[src/rtl/usb_toggle_filter.sv]
module usb_toggle_filter #(
  parameter int NUM_EP = 16,
  localparam int EPW = (NUM_EP > 1) ? $clog2(NUM_EP) : 1,
  localparam int SLOTS = 2 * NUM_EP
) (
  input  logic             clk,
  input  logic             rst_n,
  input  logic             pkt_valid,
  input  logic [EPW-1:0]   pkt_ep,
  input  logic             pkt_dir,
  input  logic             pkt_data1,
  input  logic             pkt_crc_ok,
  input  logic             hs_mode,
  input  logic             room_now,
  input  logic             room_next,
  input  logic [SLOTS-1:0] tog_clr,
  output logic             acc_valid,
  output logic             drop_dup,
  output logic             rsp_valid,
  output logic [1:0]       rsp_code,
  output logic             tog_upd_valid,
  output logic [EPW-1:0]   tog_upd_ep,
  output logic             tog_upd_dir,
  output logic             tog_upd_value
);

  localparam logic [1:0] HS_NONE = 2'd0;
  localparam logic [1:0] HS_ACK  = 2'd1;
  localparam logic [1:0] HS_NYET = 2'd2;
  localparam logic [1:0] HS_NAK  = 2'd3;

  logic [SLOTS-1:0] tog_q;
  logic [EPW:0]     slot;
  logic             cur, match, good, take, busy, dup, want_nyet;
  logic [1:0]       code;

  assign slot      = {pkt_ep, pkt_dir};
  assign cur       = tog_q[slot];
  assign match     = (pkt_data1 == cur);
  assign good      = pkt_valid & pkt_crc_ok;
  assign take      = good & match & room_now;
  assign busy      = good & match & ~room_now;
  assign dup       = good & ~match;
  assign want_nyet = hs_mode & ~room_next;

  always_comb begin
    if (busy)             code = HS_NAK;
    else if (take || dup) code = want_nyet ? HS_NYET : HS_ACK;
    else                  code = HS_NONE;
  end

  always_ff @(posedge clk) begin
    if (!rst_n) begin
      tog_q <= '0;
    end else begin
      for (int i = 0; i < SLOTS; i++) begin
        if (tog_clr[i])                     tog_q[i] <= 1'b0;
        else if (take && slot == (EPW+1)'(i)) tog_q[i] <= ~tog_q[i];
      end
    end
  end

  always_ff @(posedge clk) begin
    if (!rst_n) begin
      acc_valid     <= 1'b0;
      drop_dup      <= 1'b0;
      rsp_valid     <= 1'b0;
      rsp_code      <= HS_NONE;
      tog_upd_valid <= 1'b0;
      tog_upd_ep    <= '0;
      tog_upd_dir   <= 1'b0;
      tog_upd_value <= 1'b0;
    end else begin
      acc_valid     <= take;
      drop_dup      <= dup;
      rsp_valid     <= (code != HS_NONE);
      rsp_code      <= code;
      tog_upd_valid <= take;
      tog_upd_ep    <= pkt_ep;
      tog_upd_dir   <= pkt_dir;
      tog_upd_value <= ~cur;
    end
  end

  assert_dup_not_reported_R3: assert property (@(posedge clk) disable iff (!rst_n)
    drop_dup |-> !acc_valid);

  assert_dup_answered_R4: assert property (@(posedge clk) disable iff (!rst_n)
    drop_dup |-> rsp_valid && (rsp_code == HS_ACK || rsp_code == HS_NYET));

  assert_bad_crc_silent_R5: assert property (@(posedge clk) disable iff (!rst_n)
    (pkt_valid && !pkt_crc_ok) |=> !rsp_valid && !acc_valid && !drop_dup);

  assert_nyet_needs_hs_R6: assert property (@(posedge clk) disable iff (!rst_n)
    (pkt_valid && !hs_mode) |=> rsp_code != HS_NYET);

  assert_accept_flips_R2: assert property (@(posedge clk) disable iff (!rst_n)
    acc_valid |-> tog_upd_valid);

  assert_idle_quiet_R10: assert property (@(posedge clk) disable iff (!rst_n)
    !pkt_valid |=> !rsp_valid && !acc_valid && !drop_dup);

endmodule

[config.mk]
export PLATFORM = sky130hd
export DESIGN_NAME = usb_toggle_filter
export DESIGN_NICKNAME = d
export VERILOG_FILES = /design/src/rtl/usb_toggle_filter.sv
export SDC_FILE = /design/constraint.sdc
export NUM_CORES = 1
export LEC_CHECK = 0
export BUFFER_PORTS_ARGS = -buffer_cell sky130_fd_sc_hd__buf_2
export CORE_ASPECT_RATIO = 0.8
export CORE_MARGIN = 10
export CORE_UTILIZATION = 35
export CTS_CLUSTER_DIAMETER = 40
export DETAILED_ROUTE_END_ITERATION = 6
export PLACE_DENSITY = 0.52
export SLEW_MARGIN = 20
export SYNTH_ARGS = -nofsm -noshare
export SYNTH_HDL_FRONTEND = slang
export SYNTH_SLANG_ARGS = --single-unit
[constraint.sdc]
create_clock -name clk -period 6.2 [get_ports clk]
set_input_delay 0.93 -clock clk [delete_from_list [all_inputs] [get_ports clk]]
set_output_delay 0.93 -clock clk [all_outputs]
set_load 0.02 [all_outputs]
==> After elaboration in Yosys (flattened, before gate mapping) <==
Cells that the tools add are included.
{ "totals": {"reg_bits": 43, "input_bits": 45, "elab_cells": 187} }
{ "classes": {"magnitude_cmp": 1, "n_eq_ne": 32, "muxes": 5, "n_bitwise": 43, "reduce_logical": 67} }
{ "ops": {"columns": ["op", "n"], "rows": [
  ["$eq 5x5->1 const B", 16],
  ["$reduce_or 2->1", 32],
  ["$eq 5x4->1 const B", 8],
  ["$not 1->1", 37],
  ["$logic_and 1x1->1", 32],
  ["$eq 5x3->1 const B", 4],
  ["$eq 5x2->1 const B", 2],
  ["$and 1x1->1", 6],
  ["$lt 5x6->1 const B", 1],
  ["$mux 2", 3],
  ["$bmux 1 s5", 1],
  ["$eq 5x1->1 const B", 1],
  ["$logic_not 5->1", 1],
  ["$reduce_bool 2->1", 1],
  ["$eq 1x1->1", 1],
  ["$logic_or 1x1->1", 1],
  ["$mux 1", 1]
]} }

==> Logic depth before layout (Yosys ltp) <==
Gate-level depths: netlist (run 1).
{ "depth": {"word_depth": 9, "ltp_mapped": 12, "ltp_nobuf": 7} }

==> Worst setup path before layout (run 1) <==
OpenSTA, ideal clock, no wires.
{ "synth_timing": {"path_kind": "in2reg", "startpoint": "input pkt_ep[0]", "endpoint": "register tog_q[28]", "setup_ns": 0.070, "arrival_ns": 2.819, "required_ns": 6.130, "slack_ns": 3.311, "stages": 11, "n_path_buf": 4, "path_cell_list": "buf_6 -> buf_8 -> mux2i_1 -> a311oi_1 -> nand3_1 -> and4_1 -> buf_4 -> xnor2_2 -> clkbuf_2 -> or4_1 -> a21oi_1"} }
{ "synth_via": {"elab_chain_cells": 6, "elab_cells_between_ends": 7, "classes_between": "eq/ne (2); mux (2); bitwise (2); reduce/logical (1)"} }
{ "synth_lines": {"columns": ["element", "line", "text"], "rows": [
  ["start: declaration", "9", "input logic [EPW-1:0] pkt_ep,"],
  ["$bmux 1 s5", "38", "assign cur = tog_q[slot];"],
  ["$mux 1 (not written as such)", "38", null],
  ["$eq 1x1->1", "39", "assign match = (pkt_data1 == cur);"],
  ["$and 1x1->1 (2 in series)", "41", "assign take = good & match & room_now;"],
  ["$logic_and 1x1->1 *", "58", "else if (take && slot == (EPW+1)'(i)) tog_q[i] <= ~tog_q[i];"],
  ["end signal: indexed assignment", "58", null],
  ["end: declaration", "32", "logic [SLOTS-1:0] tog_q;"]
]} }
Mark *: on every way between the ends. The rest lies on a longest branch, timed or not. The select of a mux whose other input is x is not followed.
A chain may end at the register's enable or synchronous reset.

==> Worst setup path in the final report (run 1) <==
{ "layout_timing": {"startpoint": "input pkt_ep[0]", "endpoint": "register tog_q[31]"} }
Same word-level chain as after synthesis.

==> results of run 1 <==
## power by group
group	total (µW)	switching, µW	internal, µW
sequential	280	0.859	280
combinational	85.0	55.0	30.0
clock	230	99.7	130
## registers in the layout, indices dropped and copies added (netlist names)
signal	count
tog_upd_dir	1
tog_upd_ep	4
rsp_valid	1
drop_dup	1
rsp_code	2
tog_upd_value	1
tog_q	32
tog_upd_valid	1
## worst paths after layout
check / startpoint / slack [ns] / end / cells past startpoint
min: tog_q[20] / 0.46 / tog_q[20] / 2
max: pkt_ep[0] / 3.00 / tog_q[31] / 9
max reg2reg: tog_q[15] / 3.83 / tog_q[31] / 8
min reg2reg: tog_q[20] / 0.46 / tog_q[20] / 2
## layout make-up
type | count | area [µm²]
Timing Repair Buffer | 57 | 287.8
Tap cell | 84 | 105.1
Inverter | 8 | 30.03
Multi-Input combinational cell | 198 | 1308
Clock inverter | 2 | 35.03
Fill cell | 652 | 3667
Sequential cell | 43 | 860.8
Clock buffer | 6 | 82.58
## per-stage QoR
step                      setup slack (ns)  hold WS, ns  instance area [µm²]  util (%)  instances
after detailed placement             2.458       0.4548                 2587     40.58        390
after floorplan                      3.311       0.4392                 2305         -        269
after global routing                 2.799       0.4906                 2709     42.48        398
after CTS                            2.775       0.4664                 2705     42.43        398
final                                3.000       0.4641                 2709     42.48        398
after global placement               2.639       0.4562                 2587     40.58        390
## cells by family after synthesis
logic type	share of synthesized area (%)
multiplexers	7.383
buffers and inverters	6.080
flip-flops	37.35
XOR/XNOR	0.7059
AO/OA/AOI/OAI	20.85
AND/OR/NAND/NOR	27.63
## layer usage
| metal | wire (µm) | up-vias | share of wire (%) |
|---|---|---|---|
| met5 | 0 | - | 0 |
| met4 | 125 | 0 | 1.9 |
| met3 | 321 | 11 | 5.0 |
| met2 | 2738 | 52 | 42 |
| met1 | 3286 | 967 | 51 |
| li1 | - | 1089 | - |
## critical path: stages
cell	delay (ns)
buf_2	0.47
mux2i_1	0.17
a311oi_1	0.32
nand3_1	0.10
and4_1	0.29
xnor2_2	0.15
buf_4	0.26
or4_1	0.56
a21oi_1	0.15
## cells in the mapped netlist
cell,instances
dfxtp_1,43
nand2b_1,30
a21oi_1,29
o31ai_1,26
or4_1,21
mux2i_1,17
nand2_1,14
clkbuf_1,9
inv_1,8
nand3_1,8
and2_1,7
nor2_1,7
or3_1,6
buf_2,5
o21ai_0,5
a22oi_1,4
a311oi_1,4
nand3b_1,4
nor2b_1,4
o2111ai_1,3
buf_4,2
clkbuf_2,2
nor3b_1,2
or2_2,2
a31oi_1,1
and4_1,1
buf_6,1
buf_8,1
o311ai_0,1
o41ai_1,1
xnor2_2,1
==> out/results.ini, run 1 <==
[logic_synthesis]
synth.avg_cell_area_um2=8.568
yosys-top-cells-area=dfxtp_1 37%, o31ai_1 8.5%, nand2b_1 8.1%, mux2i_1 7.4%, or4_1 6.8%
synth_top_area_share_pct=37.35
ys_ff_latch=43
yosysUniqueCellTypes=31
syn-instance-count=269
yosysWarnings=0
ys_seq_area_share_pct=37.35
synth_fp_nets=314
synth_top_cell_by_area=dfxtp_1
synth_area_mm2=0.002305

[floorplanning]
fp.dieH_um=92.58
core_mm2=0.006376
io_pins=57
die_area_mm2=0.01025
initial_core_util_pct=36.15
num_rows=26
die_x_um=110.7

[timing]
fin_crit_sh_pct=51.62
report.final.slew_viol_count=0
setup_tns_ns=0
fin_crit_ns=3.200
worst_pin_slew_ns=0.7870
setup_violations=0
rsz0062_at_grt=no
hold_viol=0
slew_headroom_pct=46.50
clock.fmax_mhz=312.5
fin_skew_ns=0.002252

[global_route]
grt_busiest_layer=met2
grt_usage_pct=12.57
grt.met2_usage_pct=18.97
grt_pass1_vias=2138
grt_pass1_wl_um=10940
grtUsageMet1_pct=16.72
antenna_found_initial=0
grt_max_degree=50
grt_overflow=0
grt.met3_usage_pct=3.675

[outcome]
status=completed

[route]
antenna_left=0
vias_per_cell=5.324
drt_iter0_drc=81
wl_um=6472
dr_total_vias=2119
drc=0
dr.pass1.iters=4
wl_per_cell_um=16.26

[cells_and_area]
finalNetCount=358
antenna_cells=0
final_common_cell=buf_2
drive_gt1_share_pct=21.97
area_delta_synth_final_pct=17.54
final_cell_mix=56 x buf_2, 43 x dfxtp_1, 30 x nand2b_1

[clock_network]
ctsHoldBuffers=0
cts_max_level=2
cts_root_buffer=clkbuf_8
clk_latency_ns=0.30
clkSinkCount=43
cts_resized=0
clock_path_buffers=2
clk_pin_slew_worst_paths_ns=0.08
cts_setup_buffers=0
cts_buffers=5
cts_tree=done

[pwr]
power.leakage_uw=0.001008
ir_drop_v=0.00008157
powerDensity_mw_per_mm2=219.8
finalPower_uw=595.5

[critical_path]
start_kind=primary input
crit_path_end_kind=flip-flop
cp.arrival_ns=3.44
cp_data_required_time_ns=6.44
critPathMaxFanout=49
worst-setup-path-type=in -> reg

[place]
dp.final_hpwl_um=4602
place.gp.congestion=0.8401
place.port_buffers=56

[job]
cap_violations=0

[min_path]
hold_path_class=reg -> reg

Note: power is estimated with default switching activity, not from simulation.
==> inputs of run 2 (changes only) <==
==> constraint.sdc (replaced) <==
create_clock -name clk -period 3.35 [get_ports clk]
set_input_delay 0.5025 -clock clk [delete_from_list [all_inputs] [get_ports clk]]
set_output_delay 0.5025 -clock clk [all_outputs]
set_load 0.02 [all_outputs]
==> out/results.ini, run 2 (synthesized netlist as in run 1, its figures left out) <==
[critical_path]
max_stage_delay_ns=0.51
crit_family=simple AND/OR/NAND/NOR gates
r2r_slack_ns=1.08
critPathMaxFanout=49
crit_path_end_kind=flip-flop
timing.rr.end=tog_q[3]
start_kind=primary input
cp_data_required_time_ns=3.57
path_cells=buf_2, mux2i_1, a311oi_1, nand3_1, and4_1, xnor2_2, buf_12, or4_1, a21oi_1
worst-setup-path-type=in -> reg
ff2ff_path_depth=8
crit_buf_inv=2
cp.arrival_ns=2.89
slowest_stage=or4_1
r2r_start=tog_q[7]

[pwr]
power_frac_clock_pct=34.8
powerDensity_mw_per_mm2=386.2
seqPwrFrac_pct=49.5
switchingPower_uw=280.4
combPwrFrac_pct=15.6
power.leakage_uw=0.001015
p_int_uw=768.0
ir_drop_v=0.0001555
sw_frac_of_total_pct=26.75

[cells_and_area]
area_delta_synth_final_pct=17.81
reg.largest.list=tog_q (32), tog_upd_ep (4), rsp_code (2)
largest_reg_flops=32
instances_no_fill=400
final_util_pct=42.58
drive_gt1_share_pct=21.84
final_cell_mix=56 x buf_2, 43 x dfxtp_1, 30 x nand2b_1
fin_area_mm2=0.002715
final_common_cell=buf_2
largest_register=tog_q
finalNetCount=360
antenna_cells=0

[place]
dp.final_hpwl_um=4586
dp.cells=392
place.gp.congestion=0.8331
place.port_buffers=56
placed_area_mm2=0.002615

[timing]
fin_skew_ns=0.009532
clock.fmax_mhz=374.8
slew_headroom_pct=52.55
fin_crit_ns=2.668
fin_crit_sh_pct=79.64
setup_violations=0
rsz0062_at_grt=no
worst_pin_slew_ns=0.7118
hold_viol=0
setup_tns_ns=0
report.final.slew_viol_count=0

[clock_network]
clkSinkCount=43
clk_latency_ns=0.30
cts_buffers=5
cts_tree=done
clk_pin_slew_worst_paths_ns=0.07
cts_setup_buffers=0
clock_path_buffers=2
cts_root_buffer=clkbuf_8
ctsHoldBuffers=0
cts_max_level=2
cts_resized=0

[floorplanning]
fp.dieH_um=92.58
num_rows=26
core_mm2=0.006376
die_x_um=110.7
io_pins=57
die_area_mm2=0.01025
initial_core_util_pct=36.15

[route]
dr_total_vias=2129
wl_um=6278
dr.pass1.iters=4
drt_iter0_drc=88
antenna_left=0
wl_per_cell_um=15.70
vias_per_cell=5.323
drc=0

[global_route]
grt_pass1_wl_um=10390
antenna_found_initial=0
grt_max_degree=50
grt_overflow=0
grt_usage_pct=12.18
grt_pass1_vias=2050

[min_path]
holdCritStartpoint=hs_mode
min_delay_path_depth=2
hold_end=rsp_code[0]
hold_path_class=in -> reg

[outcome]
status=completed

[job]
cap_violations=0

[run 2: cell count changes in the layout (fill, tap and decap cells not counted)]
cell | before | now
buf_12 | 0 | 1
clkbuf_8 | 6 | 7
buf_4 | 1 | 2
clkinv_2 | 1 | 0
mux2i_1 | 16 | 17
mux2i_2 | 1 | 0
clkbuf_1 | 0 | 1
bufinv_16 | 1 | 0
[run 2: how the worst max path moves through the flow]
stage	start	end	slack (ns)	depth (start not counted)
5_1_grt	pkt_ep[0]	tog_q[26]	0.44	9
4_1_cts	pkt_ep[0]	tog_q[14]	0.69	9
6_report	pkt_ep[0]	tog_q[3]	0.68	9
3_3_place_gp	pkt_ep[0]	tog_q[7]	0.43	9
2_1_floorplan	pkt_ep[0]	tog_q[28]	0.89	11
3_5_place_dp	pkt_ep[0]	tog_q[14]	0.40	9
[run 2: worst reg2reg max path, delay by kind of cell (launching register included)]
family	cells	cell delay (ns)
buf+inv	1	0.17
xor+xnor	1	0.17
mux	1	0.08
simple gates	3	0.94
flops	1	0.36
compound gates	2	0.45
[run 2: per-stage QoR]
step / hold WS (ns) / setup WS (ns) / power (µW)
after floorplan: 0.4392 / 0.8885 / 638.8
after global placement: 0.4487 / 0.4330 / 695.5
after detailed placement: 0.4547 / 0.3961 / 696.8
after CTS: 0.4070 / 0.6876 / 1059
after global routing: 0.3983 / 0.4388 / 1098
final: 0.4167 / 0.6819 / 1048
[run 2: cell type report]
cell class	instances	area, µm²
Tap cell	84	105.1
Multi-Input combinational cell	198	1304
Timing Repair Buffer	59	315.3
Fill cell	661	3661
Clock buffer	8	100.1
Inverter	8	30.03
Sequential cell	43	860.8
[run 2: power by group through the flow]
stage | combinational, µW | sequential, µW | clock (µW)
floorplan | 98.8 | 540 | 0
global placement | 164 | 531 | 0
detailed placement | 165 | 531 | 0
CTS | 166 | 519 | 374
global route | 183 | 520 | 395
finish | 164 | 519 | 365
[run 2: layer usage]
layer	part of all wire [%]	GRT usage, %	up-vias	wire, µm
met4	1.0	3.680	0	63
met5	0	0	-	0
met2	45	19.26	42	2824
met3	4.0	3.417	6	249
li1	-	-	1090	-
met1	50	15.74	991	3140
==> inputs of run 3 (changes only) <==
--- a/config.mk
+++ b/config.mk
@@ -5,13 +5,14 @@
 export SDC_FILE = /design/constraint.sdc
 export NUM_CORES = 1
 export LEC_CHECK = 0
+export ABC_AREA = 1
 export BUFFER_PORTS_ARGS = -buffer_cell sky130_fd_sc_hd__buf_2
 export CORE_ASPECT_RATIO = 0.8
 export CORE_MARGIN = 10
 export CORE_UTILIZATION = 35
 export CTS_CLUSTER_DIAMETER = 40
 export DETAILED_ROUTE_END_ITERATION = 6
-export PLACE_DENSITY = 0.52
+export PLACE_DENSITY = 0.53
 export SLEW_MARGIN = 20
 export SYNTH_ARGS = -nofsm -noshare
 export SYNTH_HDL_FRONTEND = slang
==> constraint.sdc (replaced) <==
create_clock -name clk -period 2.2 [get_ports clk]
set_input_delay 0.33 -clock clk [delete_from_list [all_inputs] [get_ports clk]]
set_output_delay 0.33 -clock clk [all_outputs]
set_load 0.02 [all_outputs]
==> out/results.ini, run 3 <==
[min_path]
hold_path_class=in -> reg

[global_route]
grt_overflow=0
grt_max_degree=66
antenna_found_initial=0
grt_usage_pct=13.34
grt_pass1_vias=2852
grt_pass1_wl_um=13380

[logic_synthesis]
synth_ff_type=dfxtp_1
yosysWarnings=0
ys_top_cells_by_count=141 x nand2_1, 110 x nor2_1, 79 x inv_1
ys_ff_latch=43
syn-instance-count=492
synth_area_mm2=0.002765
yosysMostFrequentCell=nand2_1
yosysUniqueCellTypes=16
synth_edf_count=0
yosys-top-cells-area=dfxtp_1 31%, nand2_1 19%, nor2_1 15%, inv_1 11%, nand4_1 7.2%
synth.avg_cell_area_um2=5.620
synth_top_cell_by_area=dfxtp_1
synth_top_area_share_pct=31.13
ys_seq_area_share_pct=31.13
ys_async_sr_fraction_pct=0
synth_fp_nets=537

[place]
dp.final_hpwl_um=5892
dp.cells=642
placed_area_mm2=0.003169
place.port_buffers=56
place.gp.congestion=0.8845

[timing]
fin_skew_ns=0.008776
report.final.slew_viol_count=0
clock.fmax_mhz=530.4
worst_pin_slew_ns=0.3873
hold_viol=0
rsz0062_at_grt=no
setup_violations=0
hold_ws_ns=0.2536
setup_tns_ns=0
slew_headroom_pct=74.09
fin_crit_ns=1.885
fin_crit_sh_pct=85.69

[clock_network]
clk_latency_ns=0.30
clk_pin_slew_worst_paths_ns=0.09
cts_max_level=2
cts_setup_buffers=0
ctsHoldBuffers=0
cts_root_buffer=clkbuf_8
cts_buffers=5
cts_tree=done
cts_resized=0
clock_path_buffers=2
clkSinkCount=43

[critical_path]
critPathMaxFanout=36
cp_data_required_time_ns=2.44
cp.arrival_ns=2.12
crit_path_end_kind=flip-flop
start_kind=primary input
worst-setup-path-type=in -> reg

[floorplanning]
core_mm2=0.007532
io_pins=57
die_x_um=119.4
die_area_mm2=0.01188
initial_core_util_pct=36.71
fp.dieH_um=99.50
num_rows=28

[pwr]
sw_frac_of_total_pct=28.92
combPwrFrac_pct=16.6
ir_drop_v=0.0001897
power.leakage_uw=0.001540
switchingPower_uw=448.3
seqPwrFrac_pct=50.9
p_int_uw=1102
powerDensity_mw_per_mm2=476.9
power_frac_clock_pct=32.5

[route]
dr.pass1.iters=5
antenna_left=0
dr_total_vias=2939
drc=0
wl_per_cell_um=11.94
drt_iter0_drc=193
wl_um=7759
vias_per_cell=4.522

[job]
cap_violations=0

[cells_and_area]
area_delta_synth_final_pct=17.56
final_common_cell=nand2_1
largest_reg_flops=32
finalNetCount=589
reg.largest.list=tog_q (32), tog_upd_ep (4), rsp_code (2)
antenna_cells=0
instances_no_fill=650
largest_register=tog_q
final_cell_mix=141 x nand2_1, 109 x nor2_1, 79 x inv_1
drive_gt1_share_pct=15.41
fin_area_mm2=0.003251

[outcome]
status=completed

[run 3: cell count changes in the layout (fill, tap and decap cells not counted), moves of 30 or more]
| cell | change |
|---|---|
| nand2_1 | +127 |
| nand2b_1 | -30 |
| nand4_1 | +32 |
| nor2_1 | +102 |
| inv_1 | +71 |
[run 3: final cells by class]
| cell class | instances | area [µm²] |
|---|---|---|
| Clock buffer | 7 | 76.32 |
| Fill cell | 859 | 4282 |
| Multi-Input combinational cell | 341 | 1446 |
| Inverter | 84 | 315.3 |
| Clock inverter | 1 | 5.005 |
| Timing Repair Buffer | 69 | 415.4 |
| Tap cell | 105 | 131.4 |
| Sequential cell | 43 | 860.8 |
[run 3: kinds of logic (layout without fill, tap and decap cells)]
family	Yosys count	count (layout)	synth area share, %
AOI/OAI and AO/OA	7	7	1.267
buffers and inverters	108	161	16.83
DFF	43	43	31.13
and+or+nand+nor	334	334	50.77
[run 3: critical path, stage by stage]
cell and delay (ns):
buf_2 0.23, inv_2 0.12, nor2_1 0.29, nand2_1 0.09, nand2_1 0.07, nor2_1 0.04, nor2_1 0.08, nor2_1 0.06
nand2_1 0.09, nand3_1 0.09, nand2_2 0.14, buf_12 0.20, nand3_1 0.09, nand2_1 0.08, inv_1 0.04, nor2_1 0.10
[run 3: power by group through the flow]
| stage | combinational [µW] | sequential [µW] | clock [µW] |
|---|---|---|---|
| floorplan | 151 | 820 | 0 |
| global placement | 257 | 807 | 0 |
| detailed placement | 259 | 807 | 0 |
| CTS | 260 | 789 | 523 |
| global route | 290 | 790 | 558 |
| finish | 257 | 789 | 504 |
[run 3: stage by stage]
step / setup slack [ns] / power [µW] / util [%]
2_1_floorplan: 0.4293 / 970.6 / -
3_3_place_gp: 0.04671 / 1064 / 42.08
3_5_place_dp: -0.002643 / 1066 / 42.08
4_1_cts: 0.3030 / 1572 / 43.16
5_1_grt: 0.03592 / 1639 / 43.16
6_report: 0.3148 / 1550 / 43.16
[run 3: path summary, 6_finish.rpt]
check / startpoint / endpoint / slack [ns] / cells after the start
min: tog_clr[6] / tog_q[6] / 0.25 / 4
min reg2reg: tog_q[9] / tog_q[9] / 0.53 / 3
max reg2reg: tog_q[7] / tog_q[4] / 0.50 / 15
max: pkt_ep[0] / tog_q[4] / 0.31 / 16
[run 3: layer usage]
metal / wire [µm] / up-vias / GRT usage [%]
met1: 3984 / 1257 / 18.44
met5: 0 / - / 0
met3: 497 / 9 / 3.164
met4: 88 / 0 / 4.815
li1: - / 1604 / -
met2: 3188 / 69 / 19.66
